<file path="config.mk">
export PLATFORM = sky130hd
export DESIGN_NAME = bscan_selftest_engine
export DESIGN_NICKNAME = d
export VERILOG_FILES = /design/src/rtl/bscan_pkg.sv /design/src/rtl/bscan_lfsr_step.sv /design/src/rtl/bscan_algo.sv /design/src/rtl/bscan_shadow.sv /design/src/rtl/bscan_selftest_engine.sv
export SDC_FILE = /design/constraint.sdc
export NUM_CORES = 1
export LEC_CHECK = 0
export ABC_AREA = 1
export CAP_MARGIN = 5
export CORE_MARGIN = 1
export CORE_UTILIZATION = 45
export CTS_CLUSTER_DIAMETER = 100
export DETAILED_ROUTE_END_ITERATION = 7
export PLACE_DENSITY_LB_ADDON = 0.12
export SYNTH_ARGS = -nofsm -noshare
export SYNTH_HDL_FRONTEND = slang
export SYNTH_SLANG_ARGS = --single-unit
</file>
<file path="constraint.sdc">
create_clock -name tck -period 1.3 [get_ports tck]
set_input_delay 0.26 -clock tck [delete_from_list [all_inputs] [get_ports tck]]
set_output_delay 0.26 -clock tck [all_outputs]
set_load 0.1 [all_outputs]
</file>
<file path="src/rtl/bscan_pkg.sv">
// Package: shared opcode type and register geometry for the self-test engine.
// Assumes one input group and one output group of equal width.
package bscan_pkg;
    typedef enum logic [1:0] {
        OP_TOGGLE = 2'b00,
        OP_PRPG16 = 2'b01,
        OP_MISR16 = 2'b10,
        OP_SPLIT8 = 2'b11
    } bscan_op_e;
endpackage

</file>
<file path="src/rtl/bscan_lfsr_step.sv">
// Module: one combinational step of a Fibonacci LFSR, with optional parallel compaction.
// The state shifts toward the MSB and the feedback (XOR of the TAPS-selected bits) enters bit 0.
// With compress high, obs is XORed into the result.
// Assumes TAPS is a maximal-length tap mask for width W.
module bscan_lfsr_step #(
    parameter int          W    = 16,
    parameter logic [W-1:0] TAPS = 16'hB400
) (
    input  logic [W-1:0] cur,
    input  logic [W-1:0] obs,
    input  logic         compress,
    output logic [W-1:0] nxt
);
    logic fb;

    // feedback bit and optional observation merge
    always_comb begin
        fb  = ^(cur & TAPS);
        nxt = {cur[W-2:0], fb} ^ (compress ? obs : '0);
    end
endmodule

</file>
<file path="src/rtl/bscan_algo.sv">
// Module: next-state selector for the data cells during a run.
// Picks the toggle/sample, 16-bit pattern, 16-bit signature or split 8/8 result by opcode.
// Assumes the data cells are laid out as {input group, output group}.
module bscan_algo
    import bscan_pkg::*;
#(
    parameter int             GW         = 8,
    parameter logic [2*GW-1:0] TAPS_WIDE = 16'hB400,
    parameter logic [GW-1:0]   TAPS_HALF = 8'hB8
) (
    input  logic [1:0]      opcode,
    input  logic [2*GW-1:0] data_cur,
    input  logic [GW-1:0]   pin_in,
    input  logic [GW-1:0]   core_out,
    output logic [2*GW-1:0] data_nxt
);
    localparam int DW = 2 * GW;

    logic [DW-1:0] wide_nxt;
    logic [GW-1:0] in_nxt;
    logic [GW-1:0] out_nxt;
    logic          wide_comp;
    bscan_op_e     op;

    // decode opcode into the typed view and the compaction select
    always_comb begin
        op        = bscan_op_e'(opcode);
        wide_comp = (op == OP_MISR16);
    end

    bscan_lfsr_step #(.W(DW), .TAPS(TAPS_WIDE)) u_wide (
        .cur(data_cur), .obs({pin_in, core_out}), .compress(wide_comp), .nxt(wide_nxt)
    );

    bscan_lfsr_step #(.W(GW), .TAPS(TAPS_HALF)) u_half_in (
        .cur(data_cur[DW-1:GW]), .obs(pin_in), .compress(1'b1), .nxt(in_nxt)
    );

    bscan_lfsr_step #(.W(GW), .TAPS(TAPS_HALF)) u_half_out (
        .cur(data_cur[GW-1:0]), .obs({GW{1'b0}}), .compress(1'b0), .nxt(out_nxt)
    );

    // choose the algorithm result
    always_comb begin
        unique case (op)
            OP_TOGGLE: data_nxt = {pin_in, ~data_cur[GW-1:0]};
            OP_PRPG16,
            OP_MISR16: data_nxt = wide_nxt;
            default:   data_nxt = {in_nxt, out_nxt};
        endcase
    end
endmodule

</file>
<file path="src/rtl/bscan_shadow.sv">
// Module: shadow latch bank, loaded from the shift elements on the falling test-clock edge.
// Loads only when the load strobe is high and otherwise holds.
// Assumes a synchronous active-low reset sampled on the same falling edge.
module bscan_shadow #(
    parameter int W = 18
) (
    input  logic         tck,
    input  logic         rst_n,
    input  logic         load,
    input  logic [W-1:0] d,
    output logic [W-1:0] q
);
    // falling-edge shadow update
    always_ff @(negedge tck) begin
        if (!rst_n)    q <= '0;
        else if (load) q <= d;
    end

    // shadows keep their value on a falling edge without a load strobe
    assert_shadow_hold_R3: assert property (@(negedge tck) disable iff (!rst_n)
        !load |=> $stable(q));
endmodule

</file>
<file path="src/rtl/bscan_selftest_engine.sv">
// Module: boundary-scan register with run-time self-test algorithms.
// The shift elements update on rising tck (scan shift, or the opcode-selected algorithm).
// The shadows follow on falling tck and drive the pins, the enables and the core inputs.
// Assumes the test controller supplies run_en, scan_shift and upd_en.
module bscan_selftest_engine
    import bscan_pkg::*;
#(
    parameter int GW       = 8,
    parameter int OE_GROUP = 4
) (
    input  logic          tck,
    input  logic          rst_n,
    input  logic          run_en,
    input  logic          scan_shift,
    input  logic          scan_tdi,
    input  logic          upd_en,
    input  logic [1:0]    opcode,
    input  logic [GW-1:0] pin_in,
    input  logic [GW-1:0] core_out,
    output logic [GW-1:0] pin_q,
    output logic [GW-1:0] pin_oe,
    output logic [GW-1:0] core_in,
    output logic          tdo
);
    localparam int DW    = 2 * GW;
    localparam int CTL_W = GW / OE_GROUP;
    localparam int N     = DW + CTL_W;

    logic [N-1:0]  sr;
    logic [N-1:0]  shadow;
    logic [DW-1:0] data_nxt;

    bscan_algo #(.GW(GW)) u_algo (
        .opcode(opcode), .data_cur(sr[DW-1:0]), .pin_in(pin_in),
        .core_out(core_out), .data_nxt(data_nxt)
    );

    // rising-edge shift elements: scan path first, then the run algorithm
    always_ff @(posedge tck) begin
        if (!rst_n)          sr <= '0;
        else if (scan_shift) sr <= {scan_tdi, sr[N-1:1]};
        else if (run_en)     sr <= {sr[N-1:DW], data_nxt};
    end

    bscan_shadow #(.W(N)) u_shadow (
        .tck(tck), .rst_n(rst_n), .load(run_en | upd_en), .d(sr), .q(shadow)
    );

    // pin and core views of the shadow bank
    always_comb begin
        pin_q   = shadow[GW-1:0];
        core_in = shadow[DW-1:GW];
        tdo     = sr[0];
    end

    // one enable cell per group of OE_GROUP outputs
    for (genvar i = 0; i < GW; i++) begin : g_oe
        assign pin_oe[i] = shadow[DW + i / OE_GROUP];
    end

    // scan moves the register one place toward cell 0
    assert_scan_shift_R2: assert property (@(posedge tck) disable iff (!rst_n)
        scan_shift |=> (sr[N-2:0] == $past(sr[N-1:1])) && (sr[N-1] == $past(scan_tdi)));

    // idle register holds
    assert_idle_hold_R3: assert property (@(posedge tck) disable iff (!rst_n)
        (!scan_shift && !run_en) |=> $stable(sr));

    // toggle mode inverts the output cells
    assert_toggle_R4: assert property (@(posedge tck) disable iff (!rst_n)
        (run_en && !scan_shift && opcode == 2'b00) |=> (sr[GW-1:0] == ~$past(sr[GW-1:0])));

    // all-zero pattern seed stays zero
    assert_zero_seed_R6: assert property (@(posedge tck) disable iff (!rst_n)
        (run_en && !scan_shift && opcode == 2'b01 && sr[DW-1:0] == '0) |=> (sr[DW-1:0] == '0));

    // control cells untouched outside scan
    assert_ctl_hold_R9: assert property (@(posedge tck) disable iff (!rst_n)
        !scan_shift |=> $stable(sr[N-1:DW]));
endmodule

</file>
-- Word-level counts from Yosys, hierarchy flattened
Index checks and enable logic that the tools add are counted.
- register bits: 36
- input bits: 24
- output and inout bits: 25
- word-level logic and storage cells: 19
- equality and inequality tests: 2
- mux-type cells: 4
- bitwise logic cells: 4
- reduce and logical (&&, ||, !) cells: 6
- operator list (cell ; number):
    $mux W16 ; 2
    $pmux W16 S2 ; 1
    $mux W18 ; 1
    $reduce_xor A16 Y1 ; 1
    $reduce_xor A8 Y1 ; 2
    $xor A16 B16 Y16 ; 1
    $not A8 Y8 ; 1
    $xor A8 B8 Y8 ; 1
    $eq A2 B1 Y1 const B ; 1
    $eq A2 B2 Y1 const B ; 1
    $logic_not A2 Y1 ; 1
    $reduce_bool A2 Y1 ; 1
    $reduce_or A2 Y1 ; 1
    $or A1 B1 Y1 ; 1

-- Depth between registers and ports, before layout
- depth in word-level cells: 6
- mapped depth: 11
- mapped depth without buffers: 11

-- Hierarchy
A second synthesis with hierarchy kept.
- cell total of the unflattened synthesis: 500
- area total of the unflattened synthesis: 2974.1 um2
- modules (own cells, without submodules) (module ; instances ; cells each ; area an instance (um2) ; seq. area each (um2)):
    bscan_selftest_engine ; 1 ; 138 ; 959.7 ; 360.3
    bscan_shadow ; 1 ; 115 ; 762.0 ; 360.3
    bscan_algo ; 1 ; 119 ; 549.3 ; 0.0
    bscan_lfsr_step (u_algo.u_half_in ...) ; 2 ; 37 ; 191.4 ; 0.0
    bscan_lfsr_step (u_algo.u_wide) ; 1 ; 54 ; 320.3 ; 0.0

==> summary.md <==
| Metric | Value |
|---|---|
| Kind of critical path | `reg -> out` |
| Area after DPL | `3350 um2` |
| Final hold violation count | `0` |
| Drt wl/cell | `22.1 um` |
| Count of input and output buffers | `48` |
| Die X | `a little over 70 um` |
| Pin count of the biggest net entering global routing | `17` |
| Setup ws final | `-0.646 ns` |
| Fin util | `a little under 90%` |
| Commonest cells after routing, fill and taps aside | `nand2_1, buf_4, buf_12, inv_1, a21oi_1` |
| Leakage | `1.70 nW` |
| CTS sink cnt | `36` |
| Sequential share of power | `30.9%` |
| Clk_lat worst skew | `0.42 ns` |
| Setup slack, reg-to-reg | `-0.26 ns` |
| First-pass GRT wire length | `12700 um` |
| Reg2reg start | `sr[17]` |
| Synth Register Bits | `36` |
| TritonRoute pass-1 iters | `6` |
| Yosys Warn Count | `0` |
| HP Class | `reg -> reg` |
| GR Overflow Total | `0` |
| Area Overhead vs Synth | `82.9%` |
| H-tree depth | `2` |
| Routed WL | `10700 um` |
| ANT cells | `0` |
| Clock Power Share | `31.8%` |
| Worst EP required | `1.04 ns` |
| RSZ-0062 raised after global routing | `true` |
| Cts bufs inserted | `5` |
| Net Sw Frac | `44.5%` |
| Max incr delay on CP | `0.44 ns` |
| Area of the multi-input gates | `1450 um2` |
| P_sw | `1.77 mW` |
| CP Launch Type | `flip-flop` |
| Final setup vio count | `42` |
| FF+latch area | `800 um2` |
| Vias per cell | `6.50` |
| Max VDD drop | `725 uV` |
| Int Pwr | `2.21 mW` |
| Commonest non-fill, non-tap cell in the layout | `nand2_1` |
| Die Ht | `71.4 um` |
| CP max FO | `5` |
| CTS tree | `done` |
| Hold buffers post-CTS | `0` |
| Reg2reg path depth | `2` |
| CP top delay family | `flip-flops` |
| Final nets | `459` |
| Root Driver | `clkbuf_8` |
| Clk buf depth | `2` |
| Worst slew pin tran | `0.473 ns` |
| Pwr/cell area | `1000 nW/um2` |
| Final Cell Area | `between 3000 and 4000 um2` |
| Antenna viol nets, final | `0` |
| GR Util All Layers | `32.4%` |
| Placed insts | `441` |
| Final setup TNS | `-15.04 ns` |
| Ratio of cells with drive above 1 in the final layout | `between 40% and 50%` |
| Combinational power share | `37.3%` |
| Initial core utilization | `about 48%` |
| Critical path depth in cells | `1` |
| WP buf/inv | `1` |
| Overall power | `about 4.0 mW` |
| Routability cong. | `roughly 0.86` |
| Max Clock Skew | `0.110 ns` |
| Boundary pin count | `49` |
| Worst setup EP type | `output pin` |
| Worst slack at placement | `-0.791 ns` |
| Status | `finished, violations left` |
| HP Start | `u_shadow.q[12]` |
| Sequential area share after synthesis | `~33%` |
| Drt drc | `0` |
| FP Rows | `24` |
| Failing checks | `setup timing` |
| Number of global-route vias before repair | `2551` |
| Fin Hold WS | `between 0.5 and 0.6 ns` |
| Total Die Area | `around 5000 um2` |
| Fin cells | `slightly below 500` |
| Clock transition at the registers of the reported paths | `0.06 ns` |
| Syn_nets | `348` |
| Slew Viols, Final | `0` |
| Max-slew headroom | `about 68%` |
| Max Cap Viol | `0` |
| Post-Syn Area | `2170 um2` |
| CP startpoint | `u_shadow.q[17]` |
| Filler cells | `174` |
| Via count | `3154` |
| Synth Area per Inst | `6.76 um2` |
| Area of the core | `4500 um2` |
| Netlist cell types | `25` |
| Synth Instances | `321` |
| Crit path DAT | `1.69 ns` |
| Post-DP HPWL | `around 4700 um` |
| CP endpoint | `pin_oe[5]` |
| Worst reg2reg endpoint | `u_shadow.q[17]` |
| DRT iter0 DRCs | `~480` |
| Slowest-stage cell, CP | `dfxtp_4` |
| Crit-path cells | `buf_12` |
| Initial antenna violation count | `0` |
## logic make-up after synthesis
kind of cell	synth area share (%)
and+or+nand+nor	23.3
AOI/OAI and AO/OA	25.6
buffers and inverters	11.3
DFF	33.2
xor gates and xnor gates	4.84
adders and majority gates	1.73
## worst min path at each step
stage / endpoint / slack [ns] / depth (start not counted)
finish: u_shadow.q[12] / 0.54 / 2
global route: u_shadow.q[12] / 0.58 / 2
CTS: sr[1] / 0.52 / 6
detailed placement: u_shadow.q[2] / 0.54 / 2
global placement: u_shadow.q[0] / 0.53 / 2
floorplan: sr[17] / 0.39 / 2
## layout make-up
type                            count  area share [%]
Tap cell                           52            1.64
Clock buffer                        5            1.73
Sequential cell                    36            20.2
Inverter                           25            2.55
Clock inverter                     21            2.24
Multi-Input combinational cell    232            36.6
Timing Repair Buffer              114            35.1
## registers in the layout, indices dropped and copies added (netlist names)
signal / flops
sr: 18
u_shadow.q: 18
## power by group through the flow
| stage | sequential (mW) | clock (mW) | combinational [mW] |
|---|---|---|---|
| after floorplan | 1.48 | 0.0882 | 0.498 |
| after global placement | 1.24 | 0.0882 | 1.19 |
| after detailed placement | 1.24 | 0.0882 | 1.22 |
| after CTS | 1.22 | 1.04 | 1.29 |
| after global routing | 1.24 | 1.33 | 1.53 |
| final | 1.23 | 1.27 | 1.49 |
## metal layers
| metal | vias to the layer above | GRT usage (%) | routed length (um) |
|---|---|---|---|
| li1 | 1301 | - | - |
| met1 | 1417 | 39.8 | 3920 |
| met2 | 339 | 55.4 | 4750 |
| met3 | 97 | 5.77 | 1230 |
| met4 | 0 | 14.7 | 798 |
| met5 | - | 0 | 0 |
## synth_stat cells
| library cell | instances | share of area, % |
|---|---|---|
| xor2_2 | 1 | 0.75 |
| clkbuf_1 | 4 | 0.69 |
| ha_1 | 3 | 1.7 |
| o21ai_0 | 8 | 1.8 |
| dfxtp_1 | 36 | 33 |
| clkbuf_2 | 1 | 0.23 |
| clkbuf_4 | 1 | 0.35 |
| inv_2 | 9 | 1.6 |
| nand2_1 | 78 | 13 |
| nor2_2 | 2 | 0.58 |
| o211ai_1 | 15 | 5.2 |
| nand3_1 | 27 | 6.2 |
| nor3_1 | 1 | 0.23 |
| nand2_2 | 3 | 0.87 |
| a21oi_1 | 39 | 9.0 |
| a31oi_1 | 14 | 4.0 |
| xnor2_4 | 1 | 1.3 |
| a22oi_1 | 1 | 0.35 |
| nor2_1 | 11 | 1.9 |
| buf_2 | 15 | 3.5 |
| o21ai_1 | 19 | 4.4 |
| buf_4 | 6 | 2.1 |
| xor2_1 | 7 | 2.8 |
| inv_1 | 17 | 2.9 |
| a21oi_2 | 2 | 0.81 |
## worst min-delay path, stage by stage (launching register included)
cell and delay [ns]:
dfxtp_4 0.36, o21ai_2 0.12, a21oi_1 0.03
## what timing repair did
item | CTS | global route
setup endpoints to repair | 58 | 58
gates cloned | 4 | 1
pin swaps | 8 | 7
resized for setup | 38 | 50
buffers inserted | 3 | 12
No activity file was read; power rests on OpenSTA's default activity.
